$ cat config.mk
export PLATFORM = sky130hd
export DESIGN_NAME = acc_alu_top
export DESIGN_NICKNAME = d
export VERILOG_FILES = /design/src/rtl/accalu_pkg.sv /design/src/rtl/alu_arith.sv /design/src/rtl/alu_logic.sv /design/src/rtl/alu_shift.sv /design/src/rtl/alu_flag_reg.sv /design/src/rtl/acc_alu_top.sv
export SDC_FILE = /design/constraint.sdc
export NUM_CORES = 1
export LEC_CHECK = 0
export CELL_PAD_IN_SITES_DETAIL_PLACEMENT = 0
export CELL_PAD_IN_SITES_GLOBAL_PLACEMENT = 1
export CORE_MARGIN = 5
export CORE_UTILIZATION = 37
export DETAILED_ROUTE_END_ITERATION = 7
export PLACE_DENSITY_LB_ADDON = 0.1
export RECOVER_POWER = 25
export SETUP_SLACK_MARGIN = 0.3
export SLEW_MARGIN = 10
export SYNTH_ARGS = -nofsm -noshare
export SYNTH_HDL_FRONTEND = slang
export SYNTH_HIERARCHICAL = 1
export SYNTH_SLANG_ARGS = --single-unit
export TNS_END_PERCENT = 10
$ cat constraint.sdc
create_clock -name clk -period 2.82 [get_ports clk]
set_clock_uncertainty 0.1 [all_clocks]
set_input_delay 0.282 -clock clk [delete_from_list [all_inputs] [get_ports clk]]
set_output_delay 0.282 -clock clk [all_outputs]
set_load 0.01 [all_outputs]
$ cat src/rtl/accalu_pkg.sv
package accalu_pkg;

  typedef enum logic [3:0] {
    OP_ADD = 4'd0,
    OP_SUB = 4'd1,
    OP_CMP = 4'd2,
    OP_AND = 4'd3,
    OP_OR  = 4'd4,
    OP_XOR = 4'd5,
    OP_ASL = 4'd6,
    OP_LSR = 4'd7,
    OP_ROL = 4'd8,
    OP_ROR = 4'd9,
    OP_INC = 4'd10,
    OP_DEC = 4'd11,
    OP_BIT = 4'd12
  } alu_op_e;

  typedef struct packed {
    logic n;
    logic v;
    logic z;
    logic c;
  } flags_t;

  // signed overflow from the sign bits of two addends and the sum
  function automatic logic signed_ovf(input logic a_msb, input logic b_msb,
                                      input logic r_msb);
    return (a_msb == b_msb) && (r_msb != a_msb);
  endfunction

endpackage

$ cat src/rtl/alu_arith.sv
module alu_arith
  import accalu_pkg::*;
#(
  parameter int W = 8
) (
  input  alu_op_e      op,
  input  logic [W-1:0] a,
  input  logic [W-1:0] m,
  input  logic         cin,
  output logic [W-1:0] sum,
  output logic         cout,
  output logic         ovf
);
  logic [W-1:0] addend;
  logic         ci_eff;
  logic [W:0]   full;

  always_comb begin
    addend = (op == OP_ADD) ? m : ~m;
    ci_eff = (op == OP_CMP) ? 1'b1 : cin;
    full   = {1'b0, a} + {1'b0, addend} + {{W{1'b0}}, ci_eff};
    sum    = full[W-1:0];
    cout   = full[W];
    ovf    = signed_ovf(a[W-1], addend[W-1], full[W-1]);
  end
endmodule

$ cat src/rtl/alu_logic.sv
module alu_logic
  import accalu_pkg::*;
#(
  parameter int W = 8
) (
  input  alu_op_e      op,
  input  logic [W-1:0] a,
  input  logic [W-1:0] m,
  output logic [W-1:0] res
);
  always_comb begin
    unique case (op)
      OP_AND, OP_BIT: res = a & m;
      OP_OR:          res = a | m;
      OP_XOR:         res = a ^ m;
      default:        res = '0;
    endcase
  end
endmodule

$ cat src/rtl/alu_shift.sv
module alu_shift
  import accalu_pkg::*;
#(
  parameter int W = 8
) (
  input  alu_op_e      op,
  input  logic [W-1:0] a,
  input  logic         cin,
  output logic [W-1:0] res,
  output logic         cout
);
  localparam logic [W-1:0] ONE = {{(W-1){1'b0}}, 1'b1};

  always_comb begin
    res  = '0;
    cout = cin;
    unique case (op)
      OP_ASL: {cout, res} = {a, 1'b0};
      OP_LSR: {res, cout} = {1'b0, a};
      OP_ROL: {cout, res} = {a, cin};
      OP_ROR: {res, cout} = {cin, a};
      OP_INC: res = a + ONE;
      OP_DEC: res = a - ONE;
      default: ;
    endcase
  end
endmodule

$ cat src/rtl/alu_flag_reg.sv
module alu_flag_reg
  import accalu_pkg::*;
(
  input  logic   clk,
  input  logic   rst_n,
  input  logic   upd,
  input  flags_t nxt,
  output flags_t q
);
  always_ff @(posedge clk or negedge rst_n) begin
    if (!rst_n)   q <= '0;
    else if (upd) q <= nxt;
  end
endmodule

$ cat src/rtl/acc_alu_top.sv
module acc_alu_top
  import accalu_pkg::*;
#(
  parameter int W = 8
) (
  input  logic         clk,
  input  logic         rst_n,
  input  logic         op_en,
  input  logic [3:0]   op_code,
  input  logic [W-1:0] opnd_a,
  input  logic [W-1:0] opnd_m,
  input  logic         carry_in,
  output logic [W-1:0] res,
  output logic         wr_en,
  output logic         flag_n,
  output logic         flag_v,
  output logic         flag_z,
  output logic         flag_c
);
  alu_op_e      op;
  logic [W-1:0] arith_sum, logic_res, shift_res;
  logic         arith_cout, arith_ovf, shift_cout;
  flags_t       flags_q, flags_nxt;
  logic         grp_arith, grp_logic, grp_shift;

  assign op = alu_op_e'(op_code);

  alu_arith #(.W(W)) u_arith (
    .op(op), .a(opnd_a), .m(opnd_m), .cin(carry_in),
    .sum(arith_sum), .cout(arith_cout), .ovf(arith_ovf)
  );

  alu_logic #(.W(W)) u_logic (
    .op(op), .a(opnd_a), .m(opnd_m), .res(logic_res)
  );

  alu_shift #(.W(W)) u_shift (
    .op(op), .a(opnd_a), .cin(carry_in), .res(shift_res), .cout(shift_cout)
  );

  always_comb begin
    grp_arith = (op == OP_ADD) || (op == OP_SUB) || (op == OP_CMP);
    grp_logic = (op == OP_AND) || (op == OP_OR) || (op == OP_XOR) || (op == OP_BIT);
    grp_shift = (op_code >= 4'd6) && (op_code <= 4'd11);

    if (grp_arith)      res = arith_sum;
    else if (grp_logic) res = logic_res;
    else if (grp_shift) res = shift_res;
    else                res = '0;

    wr_en = op_en && (grp_arith || grp_logic || grp_shift)
                  && (op != OP_CMP) && (op != OP_BIT);
  end

  always_comb begin
    flags_nxt = flags_q;
    if (grp_arith || grp_logic || grp_shift) begin
      flags_nxt.n = res[W-1];
      flags_nxt.z = (res == '0);
    end
    unique case (op)
      OP_ADD, OP_SUB: begin
        flags_nxt.c = arith_cout;
        flags_nxt.v = arith_ovf;
      end
      OP_CMP:                         flags_nxt.c = arith_cout;
      OP_ASL, OP_LSR, OP_ROL, OP_ROR: flags_nxt.c = shift_cout;
      OP_BIT: begin
        flags_nxt.n = opnd_m[W-1];
        flags_nxt.v = opnd_m[W-2];
      end
      default: ;
    endcase
  end

  alu_flag_reg u_flags (
    .clk(clk), .rst_n(rst_n), .upd(op_en), .nxt(flags_nxt), .q(flags_q)
  );

  assign flag_n = flags_q.n;
  assign flag_v = flags_q.v;
  assign flag_z = flags_q.z;
  assign flag_c = flags_q.c;
endmodule

==> After elaboration in Yosys (flattened, before gate mapping) <==
Index checks and enable logic that the tools add are counted.
{ "word_totals": {"regBits": 4, "latch_bits": 0, "ramBits": 0, "romBits": 0, "elab_cells": 69, "memories": 0} }
{ "classes": {"n_addsub": 4, "n_mul": 0, "n_div": 0, "n_lt_le_gt_ge": 2, "n_eq_ne": 16, "n_shift": 0, "mux": 12, "bitwise": 4, "reduce_logical": 27} }
{ "ops": {"columns": ["cell", "count"], "rows": [
  ["8-bit case mux with 6 select lines", 1],
  ["8-bit 2-to-1 mux", 4],
  ["8-bit case mux with 3 select lines", 1],
  ["4-bit equality test, second input constant", 5],
  ["4-bit by 3-bit equality test with 1-bit output, second input constant", 4],
  ["8-bit by 8-bit adder with 9-bit output", 1],
  ["9-bit by 1-bit adder with 9-bit output", 1],
  ["8-bit by 1-bit adder with 8-bit output, second input constant", 1],
  ["8-bit bitwise AND", 1],
  ["4-bit by 2-bit equality test with 1-bit output, second input constant", 2],
  ["8-bit logical NOT", 1],
  ["8-bit inverter", 1],
  ["8-bit OR", 1],
  ["2-bit AND reduction", 4],
  ["2-bit OR reduction", 4],
  ["8-bit by 1-bit subtractor with 8-bit output, second input constant", 1],
  ["8-bit bitwise XOR", 1],
  ["1-bit logical OR", 7],
  ["1-bit case mux with 2 select lines", 3],
  ["2-bit nonzero test", 3],
  ["1-bit logical AND", 5],
  ["4-bit by 1-bit equality test with 1-bit output, second input constant", 1],
  ["4-bit by 3-bit >= comparator with 1-bit output, second input constant", 1],
  ["4-bit less-or-equal comparator, second input constant", 1],
  ["other kinds (8)", 10]
]} }

==> Depth between registers and ports, before layout <==
{ "depth": {"depth_word": 9, "mapped_depth": 16, "mapped_depth_nobuf": 14} }

==> By module <==
Netlist, hierarchy kept.
{ "by_module_without_submodules": {"columns": ["mod", "n_inst", "cells_each", "area_per_inst_um2", "seq_area_each_um2"], "rows": [
  ["acc_alu_top", 1, 114, 752.0, 0.0],
  ["alu_shift", 1, 86, 601.8, 0.0],
  ["alu_arith", 1, 56, 450.4, 0.0],
  ["alu_logic", 1, 55, 435.4, 0.0],
  ["alu_flag_reg", 1, 8, 145.1, 100.1]
]} }

==> Least setup slack after synthesis <==
OpenSTA, ideal clock, no wires.
{ "synth_timing": {"path_kind": "in2reg", "start": "input op_code[1]", "end": "register u_flags/q[1] (netlist bit)", "arrival_ns": 3.029, "path_slack_ns": -0.434, "stages": 13, "path_buffers": 0, "cell_sequence": "nor4_4 xnor2_1 fa_1 a211oi_1 o21bai_1 a21oi_1 xnor2_1 or3b_1 a21oi_1 nor3_2 nand4b_1 o31ai_2 mux2_2"} }
{ "synth_via": {"elab_cells_between_ends": 35, "classes_between": "add/sub (2); order compare (2); eq/ne (12); mux (7); reduce/logical (12)"} }
{ "synth_lines": {"columns": ["element", "line", "text"], "rows": [
  ["start, declared", "acc_alu_top.sv:9", "input logic [3:0] op_code,"],
  ["4-bit logical NOT", "alu_arith.sv:19", "addend = (op == OP_ADD) ? m : ~m;"],
  ["8-bit 2-to-1 mux", "alu_arith.sv:19", null],
  ["8-bit by 8-bit adder with 9-bit output", "alu_arith.sv:21", "full = {1'b0, a} + {1'b0, addend} + {{W{1'b0}}, ci_eff};"],
  ["9-bit by 1-bit adder with 9-bit output (*)", "alu_arith.sv:21", null],
  ["named net arith_sum[5]", "acc_alu_top.sv:21", "logic [W-1:0] arith_sum, logic_res, shift_res;"],
  ["8-bit 2-to-1 mux (*)", "acc_alu_top.sv:46", "if (grp_arith) res = arith_sum;"],
  ["8-bit logical NOT (*)", "acc_alu_top.sv:59", "flags_nxt.z = (res == '0);"],
  ["end signal, assigned", "alu_flag_reg.sv:12", "else if (upd) q <= nxt;"],
  ["end, declared", "alu_flag_reg.sv:8", "output flags_t q"]
]} }
The timed path passes the listed nets; every way through them passes the cells marked *.
A chain may end at the register's enable or synchronous reset.

==> Worst setup path in the final report <==
{ "layout_timing": {"start": "input op_code[2]", "end": "output res[5]"} }
{ "layout_via": {"elab_cells_between_ends": 31, "classes_between": "add/sub (2); order compare (2); eq/ne (12); mux (7); reduce/logical (8)"} }
{ "layout_lines": {"columns": ["element", "line", "text"], "rows": [
  ["4-bit logical NOT", "alu_arith.sv:19", null],
  ["8-bit 2-to-1 mux", "alu_arith.sv:19", null],
  ["8-bit by 8-bit adder with 9-bit output", "alu_arith.sv:21", null],
  ["9-bit by 1-bit adder with 9-bit output (*)", "alu_arith.sv:21", null],
  ["named net arith_sum[5]", "acc_alu_top.sv:21", null],
  ["8-bit 2-to-1 mux (*)", "acc_alu_top.sv:46", null],
  ["end, declared", "acc_alu_top.sv:13", "output logic [W-1:0] res,"]
]} }
Marked as above.

==> impl_metrics.yaml <==
critical_path:
  reg2reg_depth: 4
  cp-start-kind: "input port"
  arrival_ps: 2800
  r2r-end: "u_flags/q[3]"
  rr_startpoint: "u_flags/q[3]"
  endpoint_kind: "output pin"
  reg2reg_slack_ps: 1640
  worstPathRequired_ps: 2440
  path_max_fanout: 4
  criticalPathCategory: "input port to output pin"
cells_and_area:
  drive_above_1_share: 0.380
  largest_registers: "u_flags/q (4)"
  area.sequential_um2: 100
  nets: 493
  fill_cells: 610
  multi_input_area_um2: 2200
  area_growth_pct: 54.1
  largest_reg_flops: 4
  utilization: 0.582
  largest_register: "u_flags/q"
  antenna_cells: 0
  final_cells: 516
timing:
  post-route-period-util: 1.13
  fin_crit_ps: 3180
  hold_viol: 0
  final_max_slew_viol_count: 0
  tightestPinTransition_ps: 361
  finalSetupViolations: 11
  setup_ws_ps: -364
  slew_headroom: 0.759
  timing.fmax_mhz: 314
  rsz0062_at_grt: "true"
cts:
  cts_tree: "done"
  cts_sinks: 4
  clock_path_buffers: 2
  postCtsHoldBufs: 0
  htree_levels: 1
  cts-root-buf: "clkbuf_8"
  clk_pin_slew_ps: 30
  cts_buffers: 3
  clk_latency_ps: 210
synth:
  synth_most_common_cell: "inv_1"
  yosysSeqAreaShare: 0.0420
  synth_area_um2: 2380
  syn_nets: 371
  synth_top_cell_by_area: "ha_1"
  ys_ff_latch: 4
  postSynthAreaPerCell_um2: 7.48
  async_flop_share: 1.00
  yosys-top-cells-area: "ha_1 14%, xnor2_1 6.2%, inv_1 5.2%, mux2i_1 5.0%, dfrtp_1 4.2%"
  ys_warn_count: 6
  synth_top_area_frac: 0.136
  syn_inst: 319
  yosys.cell_types.count: 73
  synth_edf_count: 0
  ys.flop_type: "dfrtp_1"
  synth_common_cells: "33 x inv_1, 26 x ha_1, 26 x nor2_1, 19 x nand2_1, 17 x xnor2_1"
die:
  std_cell_rows: 29
  ioPinCount: 37
  core_area_um2: 6310
  die_w_um: 90.3
  initial_core_util: 0.378
  dieArea_um2: 8150
  die_y_um: 90.3
job:
  drv_cap: 0
route:
  ant_nets: 0
  vias: 2783
  wl_per_cell_um: 15.8
  remaining_drc_errors: 0
  drt-total-wl_um: 8150
  drt_iter0_drc: 223
  first_pass_iters: 4
  vias_per_cell: 5.39
power_and_ir_drop:
  pwr-share-seq: 0.089
  p_comb_frac: 0.779
  ir_drop_v: 0.000303
  power_density_nw_per_um2: 243
  leakagePower_nw: 1.71
  p_sw_frac: 0.404
  p_sw_uw: 361
  clkPwrFrac: 0.132
  intPower_uw: 533
placed_design:
  port_buffers: 36
  hpwl_um: 6630
  dp.cells: 507
  gp_congestion: 0.904
grt:
  overflow: 0
  grt.total_usage: 0.198
  grt_pass1_wl_um: 13500
  grt_max_degree: 36
  antenna_found_initial: 0
  grt_pass1_vias: 2706
min_path:
  hold_path_class: "input port to asynchronous set/reset pin"
run_status:
  status: "complete, but fails checks"
  violations: "negative setup slack"
[cells in the final DEF (no fill, tap or decap), types with 4 or more instances in the layout]
cell,instances
buf_4,92
inv_1,33
nor2_1,26
ha_1,25
nand2_1,19
clkdlybuf4s50_1,16
mux2i_1,12
o21ai_0,12
xnor2_1,12
nand3b_1,11
a21oi_1,7
dlygate4sd2_1,7
a31oi_1,6
o211ai_1,6
mux2_2,6
a21oi_2,5
nor3_1,5
nor3_2,5
nand3_1,5
nand4_1,5
clkdlybuf4s15_2,5
nand2b_1,4
nor3b_1,4
buf_2,4
xnor2_2,4
dfrtp_1,4
a221o_1,4
a221o_2,4
[logic make-up (layout without fill, tap and decap cells)]
kind of cell,after synthesis,in the layout,share of synthesized area
and+or+nand+nor,115,115,0.292
AOI/OAI and AO/OA,84,84,0.258
buffers and inverters,50,170,0.102
adders and majority gates,29,29,0.157
xor gates and xnor gates,19,19,0.0698
muxes,18,18,0.0787
DFF,4,4,0.0420
[area by class of cell]
class                           count  area share
Multi-Input combinational cell    265       0.599
Timing Repair Buffer              133       0.300
Inverter                           34      0.0361
Sequential cell                     4      0.0272
Tap cell                           77      0.0262
Clock buffer                        3      0.0112
[worst max-delay path, cell delays in order]
cell,delay (ps)
buf_8,100
nor4_4,270
buf_6,170
buf_6,130
xnor2_2,70
ha_2,320
o21ai_0,70
o21bai_1,210
a21oi_1,110
xnor2_1,280
or3b_1,400
a21oi_2,140
nor3_2,60
nand2_1,60
buf_2,120
[worst max-delay path by stage]
stage / startpoint / to / slack, ps
CTS: op_code[2] / res[5] / -360
global route: op_code[2] / res[5] / -480
finish: op_code[2] / res[5] / -360
global placement: op_code[0] / res[5] / -1230
detailed placement: op_code[0] / res[5] / -1290
floorplan: op_code[2] / u_flags/q[1] / -360
[through the flow]
stage / worst slack, ps / total power [mW] / hold WS (ps) / setup TNS (ps) / instance area (um^2)
6_report: -364 / 0.894 / 252 / -2040 / 3680
5_1_grt: -482 / 0.968 / 267 / -3390 / 3680
4_1_cts: -361 / 0.875 / 182 / -2020 / 3600
3_5_place_dp: -1290 / 0.725 / 405 / -12110 / 3430
3_3_place_gp: -1230 / 0.719 / 398 / -11720 / 3430
2_1_floorplan: -357 / 0.410 / -114 / -1490 / 2400
[power by group through the flow]
stage                     logic [mW]  registers (mW)  clock network [mW]
after global routing           0.761          0.0808               0.126
after floorplan                0.324          0.0858                   0
final                          0.696          0.0797               0.118
after CTS                      0.675          0.0795               0.121
after global placement         0.638          0.0802                   0
after detailed placement       0.645          0.0801                   0
[repair_timing]
| item | CTS | global route |
|---|---|---|
| setup endpoints to repair | 13 | 12 |
| resized for setup | 76 | 16 |
| pin swaps | 26 | 12 |
| buffers inserted | 4 | 2 |
[layer usage]
layer,vias to the layer above,wire (um),global-route usage
li1,1418,-,-
met1,1314,4010,0.283
met2,47,3890,0.332
met3,4,199,0.0125
met4,0,45,0.0273
met5,-,0,0
Note: power is estimated with default switching activity, not from simulation.
